`src/rtl/startup_pkg.sv`:
```
// Shared constants and types for the startup sequencer.
// Assumes a fixed eight-step sequence; step width is derived.
package startup_pkg;
    localparam int STEP_COUNT  = 8;
    localparam int STEP_W      = $clog2(STEP_COUNT);
    localparam int EVENT_COUNT = 3;

    typedef logic [STEP_W-1:0] step_t;

    // Index of each release event in the tap array
    typedef enum int {
        EV_OUT_ENABLE   = 0,
        EV_DONE_RELEASE = 1,
        EV_WRITE_ENABLE = 2
    } event_e;

    // Largest of three step numbers
    function automatic int max_of3(input int a, input int b, input int c);
        int m;
        m = (a > b) ? a : b;
        return (m > c) ? m : c;
    endfunction
endpackage

```
`src/rtl/startup_step_ctr.sv`:
```
// Step counter for the startup sequence.
// Idles until start_i, then counts from step 0 up to FINAL_STEP, one step
// per clock unless stall_i is high, and then holds. Start is taken once
// per reset; later pulses are ignored.
module startup_step_ctr
    import startup_pkg::*;
#(
    parameter int FINAL_STEP = 7
) (
    input  logic  clk,
    input  logic  rst_n,
    input  logic  start_i,
    input  logic  stall_i,
    output step_t step_o,
    output logic  run_o
);
    localparam step_t LAST = step_t'(FINAL_STEP);

    step_t step_q;
    logic  run_q;

    // Track run state and advance the step when not stalled
    always_ff @(posedge clk) begin
        if (!rst_n) begin
            step_q <= '0;
            run_q  <= 1'b0;
        end else if (!run_q) begin
            if (start_i) begin
                run_q  <= 1'b1;
                step_q <= '0;
            end
        end else if (step_q != LAST && !stall_i) begin
            step_q <= step_q + 1'b1;
        end
    end

    assign step_o = step_q;
    assign run_o  = run_q;
endmodule

```
`src/rtl/startup_stall_gate.sv`:
```
// Combines the optional wait conditions into one stall request.
// Each wait applies only at its own step; elsewhere its input is ignored.
module startup_stall_gate
    import startup_pkg::*;
#(
    parameter bit LOCK_WAIT = 1'b1,
    parameter int LOCK_STEP = 3,
    parameter bit CAL_WAIT  = 1'b1,
    parameter int CAL_STEP  = 2,
    parameter bit DONE_WAIT = 1'b1,
    parameter int DONE_STEP = 5
) (
    input  step_t step_i,
    input  logic  lock_i,
    input  logic  cal_match_i,
    input  logic  done_sense_i,
    output logic  stall_o
);
    localparam step_t LOCK_AT = step_t'(LOCK_STEP);
    localparam step_t CAL_AT  = step_t'(CAL_STEP);
    localparam step_t DONE_AT = step_t'(DONE_STEP);

    logic lock_hold, cal_hold, done_hold;

    // Per-condition hold, each gated by its enable and step
    always_comb begin
        lock_hold = LOCK_WAIT && (step_i == LOCK_AT) && !lock_i;
        cal_hold  = CAL_WAIT  && (step_i == CAL_AT)  && !cal_match_i;
        done_hold = DONE_WAIT && (step_i == DONE_AT) && !done_sense_i;
        stall_o   = lock_hold || cal_hold || done_hold;
    end
endmodule

```
`src/rtl/startup_event_tap.sv`:
```
// One release event: reports fired once the running sequence has reached
// step AT_STEP. Since the step never decreases, fired stays high until
// reset.
module startup_event_tap
    import startup_pkg::*;
#(
    parameter int AT_STEP = 4
) (
    input  logic  run_i,
    input  step_t step_i,
    output logic  fired_o
);
    localparam step_t AT = step_t'(AT_STEP);

    // Event reached when running and at or past its step
    always_comb fired_o = run_i && (step_i >= AT);
endmodule

```
`src/rtl/startup_seq.sv`:
```
// Configuration startup sequencer, top level.
// Runs eight steps after start_i; releases outputs, done and write enable
// at parameter-chosen steps, then flags end of startup one step after the
// latest event. Assumes all inputs are synchronous to clk and that the
// event steps lie in 0..6.
module startup_seq
    import startup_pkg::*;
#(
    parameter int OUT_EN_STEP = 4,
    parameter int DONE_STEP   = 5,
    parameter int WREN_STEP   = 6,
    parameter bit LOCK_WAIT   = 1'b1,
    parameter int LOCK_STEP   = 3,
    parameter bit CAL_WAIT    = 1'b1,
    parameter int CAL_STEP    = 2,
    parameter bit DONE_WAIT   = 1'b1
) (
    input  logic clk,
    input  logic rst_n,
    input  logic start_i,
    input  logic lock_i,
    input  logic cal_match_i,
    input  logic done_sense_i,
    output logic gts_hold_o,
    output logic done_drive_low_o,
    output logic write_en_o,
    output logic startup_end_o
);
    localparam int FINAL_STEP = max_of3(OUT_EN_STEP, DONE_STEP, WREN_STEP) + 1;
    localparam int EV_STEPS [EVENT_COUNT] = '{OUT_EN_STEP, DONE_STEP, WREN_STEP};

    if (FINAL_STEP >= STEP_COUNT) begin : g_bad_steps
        $error("startup_seq: event steps must leave room for the end step");
    end

    step_t                  step_q;
    logic                   run_q;
    logic                   stall;
    logic [EVENT_COUNT-1:0] fired;
    logic                   end_fired;

    startup_step_ctr #(
        .FINAL_STEP(FINAL_STEP)
    ) u_ctr (
        .clk    (clk),
        .rst_n  (rst_n),
        .start_i(start_i),
        .stall_i(stall),
        .step_o (step_q),
        .run_o  (run_q)
    );

    startup_stall_gate #(
        .LOCK_WAIT(LOCK_WAIT),
        .LOCK_STEP(LOCK_STEP),
        .CAL_WAIT (CAL_WAIT),
        .CAL_STEP (CAL_STEP),
        .DONE_WAIT(DONE_WAIT),
        .DONE_STEP(DONE_STEP)
    ) u_stall (
        .step_i      (step_q),
        .lock_i      (lock_i),
        .cal_match_i (cal_match_i),
        .done_sense_i(done_sense_i),
        .stall_o     (stall)
    );

    for (genvar e = 0; e < EVENT_COUNT; e++) begin : g_tap
        startup_event_tap #(
            .AT_STEP(EV_STEPS[e])
        ) u_tap (
            .run_i  (run_q),
            .step_i (step_q),
            .fired_o(fired[e])
        );
    end

    startup_event_tap #(
        .AT_STEP(FINAL_STEP)
    ) u_end_tap (
        .run_i  (run_q),
        .step_i (step_q),
        .fired_o(end_fired)
    );

    // Map fired events onto output polarities
    always_comb begin
        gts_hold_o       = !fired[EV_OUT_ENABLE];
        done_drive_low_o = !fired[EV_DONE_RELEASE];
        write_en_o       =  fired[EV_WRITE_ENABLE];
        startup_end_o    =  end_fired;
    end
endmodule

```
`config.mk`:
```
export PLATFORM = sky130hd
export DESIGN_NAME = startup_seq
export DESIGN_NICKNAME = d
export VERILOG_FILES = /design/src/rtl/startup_pkg.sv /design/src/rtl/startup_step_ctr.sv /design/src/rtl/startup_stall_gate.sv /design/src/rtl/startup_event_tap.sv /design/src/rtl/startup_seq.sv
export SDC_FILE = /design/constraint.sdc
export NUM_CORES = 1
export LEC_CHECK = 0
export CAP_MARGIN = 20
export CORE_AREA = 2 2 39 41
export DETAILED_ROUTE_END_ITERATION = 12
export DIE_AREA = 0 0 41 43
export PLACE_DENSITY = 0.45
export SETUP_SLACK_MARGIN = 0.3
export SLEW_MARGIN = 20
export SYNTH_ARGS = -nofsm -noshare
export SYNTH_HDL_FRONTEND = slang
export SYNTH_HIERARCHICAL = 1
export SYNTH_SLANG_ARGS = --single-unit
```
`constraint.sdc`:
```
create_clock -name clk -period 3.4 [get_ports clk]
set_input_delay 0.68 -clock clk [delete_from_list [all_inputs] [get_ports clk]]
set_output_delay 0.68 -clock clk [all_outputs]
set_load 0.01 [all_outputs]
```
# Yosys cells after proc, flatten, opt, wreduce, memory -nomap -nowiden
# Cells that the tools add are included.
# word_totals
regBits	4
latchBits	0
mem_bits_rw	0
mem_bits_ro	0
in_bits	6
output_inout_bits	4
memories	0
# op_classes
n_addsub	1
n_mul	0
n_div	0
n_lt_le_gt_ge	4
eq_ne	5
n_shift	0
n_mux	5
bitwise	0
reduce_logical	18
# ops
op	count
$ge 3x3->1 const B	4
$mux 3	3
$logic_and 1x1->1	8
$eq 3x2->1 const B	2
$logic_not 1->1	6
$add 3x1->3 const B	1
$eq 3x3->1 const B	1
$ne 3x3->1 const B	1
$logic_or 1x1->1	2
$mux 1	2
$ne 2x2->1 const B	1
$reduce_and 2->1	1
$reduce_bool 2->1	1

# Logic depth before layout (Yosys ltp)
# Gate-level depths: netlist (run 1).
# logic_depth
depth_word	8
depth_mapped	5

# By module
# The synthesis (run 1) kept the hierarchy.
# by_module_without_submodules
module	n_inst	cells_per_inst	area_each_um2	seq_area_each_um2
startup_step_ctr	1	18	185.2	80.1
startup_stall_gate	1	4	30.0	0.0
startup_event_tap at g_tap[0].u_tap ...	2	1	6.3	0.0
startup_event_tap at g_tap[1].u_tap	1	1	10.0	0.0
startup_event_tap at u_end_tap	1	1	8.8	0.0
startup_seq	1	2	7.5	0.0

# Worst setup path after synthesis (run 1)
# OpenSTA, ideal clock, no wires.
# synth_timing
kind	input to register
from	input port done_sense_i
to	register u_ctr.step_q[0] (netlist: u_ctr/step_o[0])
setup_time_ns	0.128
arrival_ns	1.313
required_ns	3.272
path_slack_ns	1.959
stages	4
cell_sequence	nor2_1 a32o_1 nor3b_4 o21ai_0
# synth_via
elab_chain_len	7
# synth_lines
item	line_no	source
start: declaration	startup_seq.sv:23	input logic done_sense_i,
$logic_not 1->1	startup_stall_gate.sv:29	done_hold = DONE_WAIT && (step_i == DONE_AT) && !done_sense_i;
$logic_and 1x1->1	startup_stall_gate.sv:29	
$logic_or 1x1->1	startup_stall_gate.sv:30	stall_o = lock_hold || cal_hold || done_hold;
named net stall	startup_seq.sv:38	logic stall;
$logic_not 1->1	startup_step_ctr.sv:32	end else if (step_q != LAST && !stall_i) begin
$logic_and 1x1->1	startup_step_ctr.sv:32	
$ne 2x2->1 (no line)	--	
$reduce_and 2->1 (no line)	--	
end signal: assignment	startup_step_ctr.sv:33	step_q <= step_q + 1'b1;
end: declaration	startup_step_ctr.sv:19	step_t step_q;
# The timed path passes the listed nets, and every way through them passes these cells.
# A chain may end at the register's enable or synchronous reset.

# Worst setup path in the final report (run 1)
# layout_timing
from	register u_ctr.step_q[0] (netlist: u_ctr/step_o[0])
to	output port startup_end_o
# layout_via
elab_chain_len	2
# layout_lines
item	line_no	source
$ge 3x3->1	startup_event_tap.sv:16	always_comb fired_o = run_i && (step_i >= AT);
$logic_and 1x1->1	startup_event_tap.sv:16	
end: declaration	startup_seq.sv:27	output logic startup_end_o
# Every way passes these cells.

==> metrics, run 1 <==
port bufs=9; Hold-fix buffers, CTS=0; Detailed Route WL=555 um; commonest non-fill, non-tap cells in the layout=9 x clkdlybuf4s50_1, 5 x nand3_1, 4 x dfxtp_1; fmax=473 MHz; final cycle utilization of the critical path=62.2%; post-cts sizing count=0; Worst EP arrival=1430 ps; Yosys top cell area share=31.5%; Worst Path Required=2720 ps; Root Buffer=clkbuf_4; residual DRC count=0; Layout Utilization=27.9%; vias per cell=4.45; Clk Latency, worst-skew pair=230 ps; FF-to-FF Start=u_ctr/step_o[0]$_SDFFE_PN0P_; synth top area cells=dfxtp_1 32%, ha_1 9.9%, nand3_1 9.9%; status=finished clean; Crit. Startpoint=u_ctr/step_o[0]$_SDFFE_PN0P_; Final Setup Violations=0; Fin Setup TNS=0 ps; Die Area=1760 um2; Post-synth top flop=dfxtp_1; antenna cells=0; I/O pins=10; share of layout cells above drive strength 1=10.0%; worst-path maximum fanout=7; initial antenna violation count=0; CORE AREA=1380 um2; clock sinks=4; RSZ-0062 raised after global routing=no; CP Capture Type=primary output; Seq/Total Area, Yosys=31.5%; CP Launch Type=flip-flop; CP max stage delay=530 ps; commonest non-fill, non-tap cell in the layout=clkdlybuf4s50_1; crit-path cells=and4_1 > clkdlybuf4s50_1; synthesis-stage register bit count=4; Max-slew headroom=83.4%; Nets=50; pin count of the biggest net entering global routing=9; Gate Count Post-Synth=28; Power Dens Cells=327 nW/um2; MaxCap Viol Count=0; Leak=0.163 nW; Async SR Flop Fraction=0%; Row Count=14; GRT overflow=0; Avg Synthesized Cell Area=9.07 um2; via count=249; number of synthesized flops with an enable pin=0; Total GRT Usage=8.45%; delay-heaviest family, CP=buffers and inverters; clk buf depth=2; CTS buffer count=3; Slew Limit Fails=0; fillers=156; Crit-path slowest cell=clkdlybuf4s50_1; CTS H-Tree Depth=1; DIE HEIGHT=43 um; Hold Vio Cnt, Final=0; HP Class=reg -> reg; min Tclk post-route=2110 ps; first-pass GRT wire length=945 um; Worst-Margin Slew=248 ps; Hold Startpoint=u_ctr/step_o[1]$_SDFFE_PN0P_; routed len/inst=9.91 um; Post-Syn Nets=36; Synth cell types=17; Netlist Area Pre-Place=254 um2; P&R area growth vs syn=52.2%; CTS tree=yes; Initial DRC Count=2; Placer Congestion=0.726; Clock Skews=4.42 ps; leading area contributor after synthesis=dfxtp_1; Pre-Repair DR Iteration Count=4; via count of the first global-routing pass=245; Syn. warnings=6; CP Class=reg -> out; Setup Fix Bufs, Post-CTS=0; highest ir drop seen on vdd=0.114 mV; clk slew on worst S/H paths=30 ps; antenna-violating nets left=0; worst path bufs/invs=1; Initial Util=18.4%; Die Wd=41 um
[registers in the layout, summed over array words and instances, names as in the netlist]
| signal | cells |
|---|---|
| u_ctr/step_o | 3 |
| u_ctr/run_o | 1 |
[synthesized netlist by cell type (2+ instances only)]
library cell and n:
ha_1 2, dfxtp_1 4, o21ai_0 3, nand3_1 5
inv_1 2
[per-stage QoR]
step / instances / total power, W / hold WS (ps) / setup slack (ps) / instance area [um2]
3_5_place_dp: 53 / 0.0000707 / 574 / 1400 / 364
3_3_place_gp: 53 / 0.0000700 / 557 / 1430 / 364
6_report: 56 / 0.000126 / 574 / 1290 / 387
5_1_grt: 56 / 0.000137 / 629 / 1210 / 387
2_1_floorplan: 28 / 0.0000614 / 501 / 1960 / 254
4_1_cts: 56 / 0.000131 / 579 / 1270 / 387
[report_power, final]
| group | switching, W | total [W] | internal (W) |
|---|---|---|---|
| clock network | 0.0000172 | 0.0000565 | 0.0000393 |
| logic | 0.00000572 | 0.0000159 | 0.0000102 |
| registers | 0.00000419 | 0.0000539 | 0.0000497 |
[kinds of logic after synthesis]
family / synth area share, %
buf+inv: 2.96
mux: 3.94
simple gates: 35.0
compound gates: 16.7
flops: 31.5
fa+ha+maj: 9.85
[tightest hold or removal path, stage by stage, from the launching register on]
cell and delay [ps]:
dfxtp_1 350, nand3_1 100, o21ai_0 70
[path summary, 6_finish.rpt]
path | end | slack (ps) | cells past startpoint
worst max-delay path | startup_end_o | 1290 | 2
worst min-delay path | u_ctr/step_o[1]$_SDFFE_PN0P_ | 570 | 2
worst max register to register | u_ctr/step_o[0]$_SDFFE_PN0P_ | 2050 | 5
worst min register to register | u_ctr/step_o[1]$_SDFFE_PN0P_ | 570 | 2
[layout make-up]
cell class	count	area, um2	share of cell area [%]
clock buffer	3	22.5	5.83
inverter	2	7.51	1.94
multi-input combinational	22	166	43.0
sequential	4	80.1	20.7
tap	16	20.0	5.18
timing repair buffer	9	90.1	23.3
[layer usage]
layer,vias to the layer above,share of wire (%),wire length [um],GRT usage [%]
li1,129,-,-,-
met1,110,41,227,9.71
met2,10,48,269,11.3
met3,0,10,58,3.14
met4,0,0,0,8.00
met5,-,0,0,0
No activity file was read; power rests on OpenSTA's default activity.
==> run 2: changes to the inputs <==
==> constraint.sdc (replaced) <==
create_clock -name clk -period 2 [get_ports clk]
set_input_delay 0.4 -clock clk [delete_from_list [all_inputs] [get_ports clk]]
set_output_delay 0.4 -clock clk [all_outputs]
set_load 0.01 [all_outputs]
==> run 2 against run 1 <==
Register-to-register slack lost 1400 ps; sequential power grew 68%; combinational power grew 74%; hold slack lost 53 ps; total power grew 70%; first-iteration DRC count grew 100%; highest routed layer unchanged.
==> metrics, run 2 (same netlist as run 1, synthesis figures left out) <==
Worst-Margin Slew=264 ps (was 248 ps); status=finished clean (unchanged); Row Count=14 (unchanged); Critical Path End=u_ctr/step_o[0]$_SDFFE_PN0P_ (was startup_end_o); Slew Limit Fails=0 (unchanged); CP Launch Type=input port (was flip-flop); Cell Count, Final, Fillers Out=56 (unchanged); port bufs=9 (unchanged); clk buf depth=2 (unchanged); CP max stage delay=450 ps (was 530 ps); clk slew on worst S/H paths=30 ps (about the same); R2R cell count=5 (unchanged); Die Wd=41 um (unchanged); Worst EP arrival=1660 ps (was 1430 ps); via count=253 (was 249); Leak=0.186 nW (was 0.163 nW); highest ir drop seen on vdd=0.264 mV (was 0.114 mV); Power Dens Cells=537 nW/um2 (was 327 nW/um2); RSZ-0062 raised after global routing=no (unchanged); max reg flops=3 (unchanged); initial antenna violation count=0 (unchanged); HP Class=reg -> reg (unchanged); Worst Path Required=2130 ps (was 2720 ps); share of layout cells above drive strength 1=20.0% (was 10.0%); worst-path maximum fanout=6 (was 7); residual DRC count=0 (unchanged); GRT overflow=0 (unchanged); vias per cell=4.52 (was 4.45); CORE AREA=1380 um2 (unchanged); Hold-fix buffers, CTS=0 (unchanged); Max-slew headroom=82.4% (was 83.4%); Total GRT Usage=8.34% (was 8.45%); HPWL after DPL=398 um; commonest non-fill, non-tap cells in the layout=5 x clkdlybuf4s50_1, 5 x nand3_1, 3 x clkbuf_4, 3 x o21ai_0 (was 9 x clkdlybuf4s50_1, 5 x nand3_1, 4 x dfxtp_1); Placer Congestion=0.729 (was 0.726); reg2reg setup slack=630 ps (was 2050 ps); Fin Setup TNS=0 ps (unchanged); P&R area growth vs syn=57.1% (was 52.2%); first-pass GRT wire length=979 um (was 945 um); Hold Vio Cnt, Final=0 (unchanged); DIE HEIGHT=43 um (unchanged); MaxCap Viol Count=0 (unchanged); Crit. Startpoint=done_sense_i (was u_ctr/step_o[0]$_SDFFE_PN0P_); worst path bufs/invs=1 (unchanged); final cycle utilization of the critical path=76.6%; Detailed Route WL=569 um (was 555 um); Initial DRC Count=4 (was 2); Pre-Repair DR Iteration Count=2 (was 4); antenna-violating nets left=0 (unchanged); Reg2Reg Capture Point=u_ctr/step_o[0]$_SDFFE_PN0P_ (unchanged); min Tclk post-route=1530 ps; clock sinks=4 (unchanged); I/O pins=10 (unchanged); Die Area=1760 um2 (unchanged); fmax=653 MHz; antenna cells=0 (unchanged); routed len/inst=10.2 um (was 9.91 um); Fin Hold WS=521 ps (was 574 ps); Root Buffer=clkbuf_4 (unchanged); pin count of the biggest net entering global routing=9 (unchanged); CTS H-Tree Depth=1 (unchanged); Final Setup Violations=0 (unchanged); via count of the first global-routing pass=234 (was 245); Clock Skews=3.96 ps (was 4.42 ps); delay-heaviest family, CP=buffers and inverters (unchanged); Clk Latency, worst-skew pair=230 ps (about the same); CTS tree=yes (unchanged); CP Depth=6 (was 2); CP Class=in -> reg (was reg -> out); DP Cell Count=53 (unchanged); Nets=50 (unchanged); crit-path cells=clkdlybuf4s50_1 > nor2_1 > a32o_1 > nor3b_4 > nand3b_1 > o21ai_0 (was and4_1 > clkdlybuf4s50_1); Initial Util=18.4% (unchanged); FF-to-FF Start=u_ctr/step_o[0]$_SDFFE_PN0P_ (unchanged); CTS buffer count=3 (unchanged); CP Capture Type=flip-flop (was primary output); Crit-path slowest cell=clkdlybuf4s50_1 (unchanged); Hold Startpoint=u_ctr/run_o$_SDFF_PN0_ (was u_ctr/step_o[1]$_SDFFE_PN0P_)
[run 2: changes by cell type in the layout (fill, tap and decap cells not counted)]
cell	change
dlygate4sd2_1	+2
dlymetal6s2s_1	+2
dfxtp_4	+2
dfxtp_1	-4
dfxtp_2	+2
clkdlybuf4s50_1	-4
[run 2: worst register-to-register path: stages (launching register included)]
cell and delay [ps]:
dfxtp_4 360, ha_1 200, ha_1 210, nor3b_4 290
nand3b_1 110, o21ai_0 100
[run 2: how the worst min path moves through the flow]
stage	end	depth (start not counted)
6_report	u_ctr/run_o$_SDFF_PN0_	1
5_1_grt	u_ctr/step_o[1]$_SDFFE_PN0P_	2
4_1_cts	u_ctr/step_o[1]$_SDFFE_PN0P_	2
3_5_place_dp	u_ctr/step_o[1]$_SDFFE_PN0P_	2
3_3_place_gp	u_ctr/step_o[1]$_SDFFE_PN0P_	2
2_1_floorplan	u_ctr/step_o[1]$_SDFFE_PN0P_	2
[run 2: cell type report]
type | instances | area (um2)
well taps | 16 | 20.0
flip-flops and latches | 4 | 90.1
multi-input cells | 22 | 166
repair buffers | 9 | 92.6
fillers | 154 | 985
inverters | 2 | 7.51
clock buffers | 3 | 22.5
[run 2: layer usage]
metal / global-route usage, % / vias up / wire length (um)
li1: - / 129 / -
met1: 11.3 / 114 / 274
met2: 10.3 / 10 / 246
met3: 4.71 / 0 / 47
met4: 4.00 / 0 / 0
met5: 0 / - / 0
[run 2: timing repair]
action / CTS / global route
buffers inserted: 0 / 0
endpoints found under the hold margin: 0 / 0
setup endpoints to repair: 4 / 2
resized for setup: 7 / 3
[run 2: metrics by stage]
stage	util, %	worst slack [ps]	total power [W]	area, um2
after detailed placement	26.3	297	0.000120	364
after floorplan	-	777	0.000104	254
final	28.8	468	0.000214	399
after global routing	28.8	405	0.000230	399
after global placement	26.3	314	0.000119	364
after CTS	28.3	246	0.000221	392
[run 2: power by group]
part	internal [W]	leakage, nW	switching [W]
registers	0.0000837	0.0349	0.00000701
clock network	0.0000668	0.0138	0.0000291
logic	0.0000174	0.137	0.0000103
total	0.000168	0.186	0.0000464
==> run 3: changes to the inputs <==
--- a/config.mk
+++ b/config.mk
@@ -9,7 +9,7 @@
 export CORE_AREA = 2 2 39 41
 export DETAILED_ROUTE_END_ITERATION = 12
 export DIE_AREA = 0 0 41 43
-export PLACE_DENSITY = 0.45
+export PLACE_DENSITY = 0.46
 export SETUP_SLACK_MARGIN = 0.3
 export SLEW_MARGIN = 20
 export SYNTH_ARGS = -nofsm -noshare
==> constraint.sdc (replaced) <==
create_clock -name clk -period 1.4 [get_ports clk]
set_input_delay 0.28 -clock clk [delete_from_list [all_inputs] [get_ports clk]]
set_output_delay 0.28 -clock clk [all_outputs]
set_load 0.01 [all_outputs]
==> run 3 against run 2 <==
Worst setup slack worse by 410 ps; total power increased by 53%; final cell count rose by 8.9%; via count is 9.1% higher; clock power increased by 48%; clock skew fell by 2.9 ps; design area rose by 15%; global-route usage is 0.79 points higher; wire length up 5.4%; clock-buffer cell count stayed put; register-to-register slack got worse by 570 ps; sequential power up 39%; critical path type is now reg -> reg; largest power group unchanged; highest routed layer unchanged.
==> metrics, run 3 (same netlist as run 1, synthesis figures left out) <==
Slew Limit Fails=0 (unchanged); worst setup margin=61.3 ps (was 468 ps); Hold Path Cell Cnt=3 (was 1); Die Wd=41 um (unchanged); Nets=55 (was 50); CP max stage delay=320 ps (was 450 ps); multi-input logic area=195 um2 (was 166 um2); commonest non-fill, non-tap cell in the layout=nand3_1; Clock Skews=1.07 ps (was 3.96 ps); Leak=0.202 nW (was 0.186 nW); vias per cell=4.52 (about the same); RSZ-0062 raised after global routing=yes (was no); HP Class=reg -> reg (unchanged); crit-path cells=buf_6 > mux2i_1 > a32o_2 > nor3b_4 > nand3b_1 > o21ai_1 (was clkdlybuf4s50_1 > nor2_1 > a32o_1 > nor3b_4 > nand3b_1 > o21ai_0); worst-path maximum fanout=6 (unchanged); Reg power frac=38.5% (was 42.3%); fmax=747 MHz; Clk pwr share=43.4% (was 44.8%); Final Setup Violations=0 (unchanged); Reg2Reg Capture Point=u_ctr/step_o[0]$_SDFFE_PN0P_ (unchanged); Initial DRC Count=6 (was 4); R2R cell count=6 (was 5); share of layout cells above drive strength 1=48.9% (was 20.0%); residual DRC count=0 (unchanged); Power Dens Cells=712 nW/um2 (was 537 nW/um2); I/O pins=10 (unchanged); Total GRT Usage=9.13% (was 8.34%); initial antenna violation count=0 (unchanged); clock sinks=4 (unchanged); HPWL after DPL=460 um (was 398 um); routed len/inst=9.84 um (was 10.2 um); DP Cell Count=57 (was 53); Crit-path slowest cell=dfxtp_2 (was clkdlybuf4s50_1); Hold EP=u_ctr/step_o[1]$_SDFFE_PN0P_ (was u_ctr/run_o$_SDFF_PN0_); CP Capture Type=flip-flop (unchanged); CTS tree=yes (unchanged); combinational fraction of design power=18.1% (was 12.9%); Cell Count, Final, Fillers Out=61 (was 56); CP Launch Type=flip-flop (was input port); delay-heaviest family, CP=simple AND/OR/NAND/NOR gates (was buffers and inverters); CORE AREA=1380 um2 (unchanged); Reg area=87.6 um2 (was 90.1 um2); Layout Utilization=33.3% (was 28.8%); Die Area=1760 um2 (unchanged); reg2reg setup slack=60 ps (was 630 ps); Switching Share=23.3% (was 21.6%); sw power=0.0000763 W (was 0.0000464 W); Root Buffer=clkbuf_4 (unchanged); Row Count=14 (unchanged); Max-slew headroom=83.0% (was 82.4%); clk buf depth=2 (unchanged); FF-to-FF Start=u_ctr/step_o[0]$_SDFFE_PN0P_ (unchanged); Initial Util=18.4% (unchanged); port bufs=9 (unchanged); worst slack, placed=-223 ps (was 297 ps); antenna-violating nets left=0 (unchanged); Hold-fix buffers, CTS=0 (unchanged); worst path bufs/invs=1 (unchanged); via count=276 (was 253); fillers=147 (was 154); Pre-Repair DR Iteration Count=4 (was 2); min Tclk post-route=1340 ps; Hold Vio Cnt, Final=0 (unchanged); CTS buffer count=3 (unchanged); Fin Setup TNS=0 ps (unchanged); P&R area growth vs syn=81.3% (was 57.1%); final cycle utilization of the critical path=95.6%; antenna cells=0 (unchanged); Clk Latency, worst-skew pair=230 ps (about the same); commonest non-fill, non-tap cells in the layout=5 x nand3_1, 4 x buf_6 (was 5 x clkdlybuf4s50_1, 5 x nand3_1, 3 x clkbuf_4, 3 x o21ai_0); MaxCap Viol Count=0 (unchanged); P_int=0.000252 W (was 0.000168 W); first-pass GRT wire length=1070 um (was 979 um); via count of the first global-routing pass=282 (was 234); DIE HEIGHT=43 um (unchanged); highest ir drop seen on vdd=0.353 mV (was 0.264 mV); GRT overflow=0 (unchanged); CP Class=reg -> reg (was in -> reg); pin count of the biggest net entering global routing=8 (was 9); Placer Congestion=0.730 (was 0.729); Worst EP arrival=1490 ps (was 1660 ps); clk slew on worst S/H paths=40 ps (was 30 ps); status=finished clean (unchanged); Worst-Margin Slew=255 ps (was 264 ps); CTS H-Tree Depth=1 (unchanged); Worst Path Required=1560 ps (was 2130 ps); Hold Startpoint=u_ctr/step_o[1]$_SDFFE_PN0P_ (was u_ctr/run_o$_SDFF_PN0_); max reg flops=3 (unchanged); Detailed Route WL=600 um (was 569 um)
run 3: metal layers:
layer	track usage (%)	share of wire (%)	vias to the layer above
li1	-	-	140
met1	9.62	43	124
met2	14.1	46	12
met3	6.81	11	0
met4	2.00	0	0
met5	0	0	-
run 3: tightest hold or removal path: stages (launching register included):
cell and delay (ps):
dfxtp_2 340, buf_6 120, nand3_1 50, o21ai_1 50
run 3: area by class of cell:
cell class                 instances  share of cell area (%)
clock buffer                       3                    4.89
sequential                         4                    19.0
tap                               16                    4.35
timing repair buffer              14                    27.7
multi-input combinational         22                    42.4
inverter                           2                    1.63
run 3: how the worst max path moves through the flow:
| stage | start | to | slack [ps] | cells past startpoint |
|---|---|---|---|---|
| 2_1_floorplan | u_ctr/step_o[0]$_SDFFE_PN0P_ | u_ctr/step_o[1]$_SDFFE_PN0P_ | 230 | 5 |
| 3_3_place_gp | done_sense_i | u_ctr/step_o[0]$_SDFFE_PN0P_ | -200 | 6 |
| 3_5_place_dp | done_sense_i | u_ctr/step_o[1]$_SDFFE_PN0P_ | -220 | 6 |
| 4_1_cts | u_ctr/step_o[0]$_SDFFE_PN0P_ | u_ctr/step_o[1]$_SDFFE_PN0P_ | 70 | 6 |
| 5_1_grt | u_ctr/step_o[0]$_SDFFE_PN0P_ | u_ctr/step_o[1]$_SDFFE_PN0P_ | -20 | 6 |
| 6_report | u_ctr/step_o[0]$_SDFFE_PN0P_ | u_ctr/step_o[0]$_SDFFE_PN0P_ | 60 | 6 |
run 3: repair_timing:
action	CTS	global route
setup endpoints to repair	7	7
gates resized for setup	23	6
setup buffers	1	0
pin swaps	6	4
run 3: power groups by stage:
stage	clock (W)	sequential (W)	combinational, W
2_1_floorplan	0	0.000130	0.0000207
3_3_place_gp	0	0.000128	0.0000518
3_5_place_dp	0	0.000129	0.0000526
4_1_cts	0.000149	0.000128	0.0000589
5_1_grt	0.000158	0.000128	0.0000652
6_report	0.000142	0.000126	0.0000593
run 3: through the flow:
stage	hold WS, ps	power, W	instance area (um2)
after floorplan	390	0.000151	260
after global placement	609	0.000180	400
after CTS	606	0.000336	450
after detailed placement	613	0.000181	400
final	606	0.000328	460
after global routing	655	0.000351	460
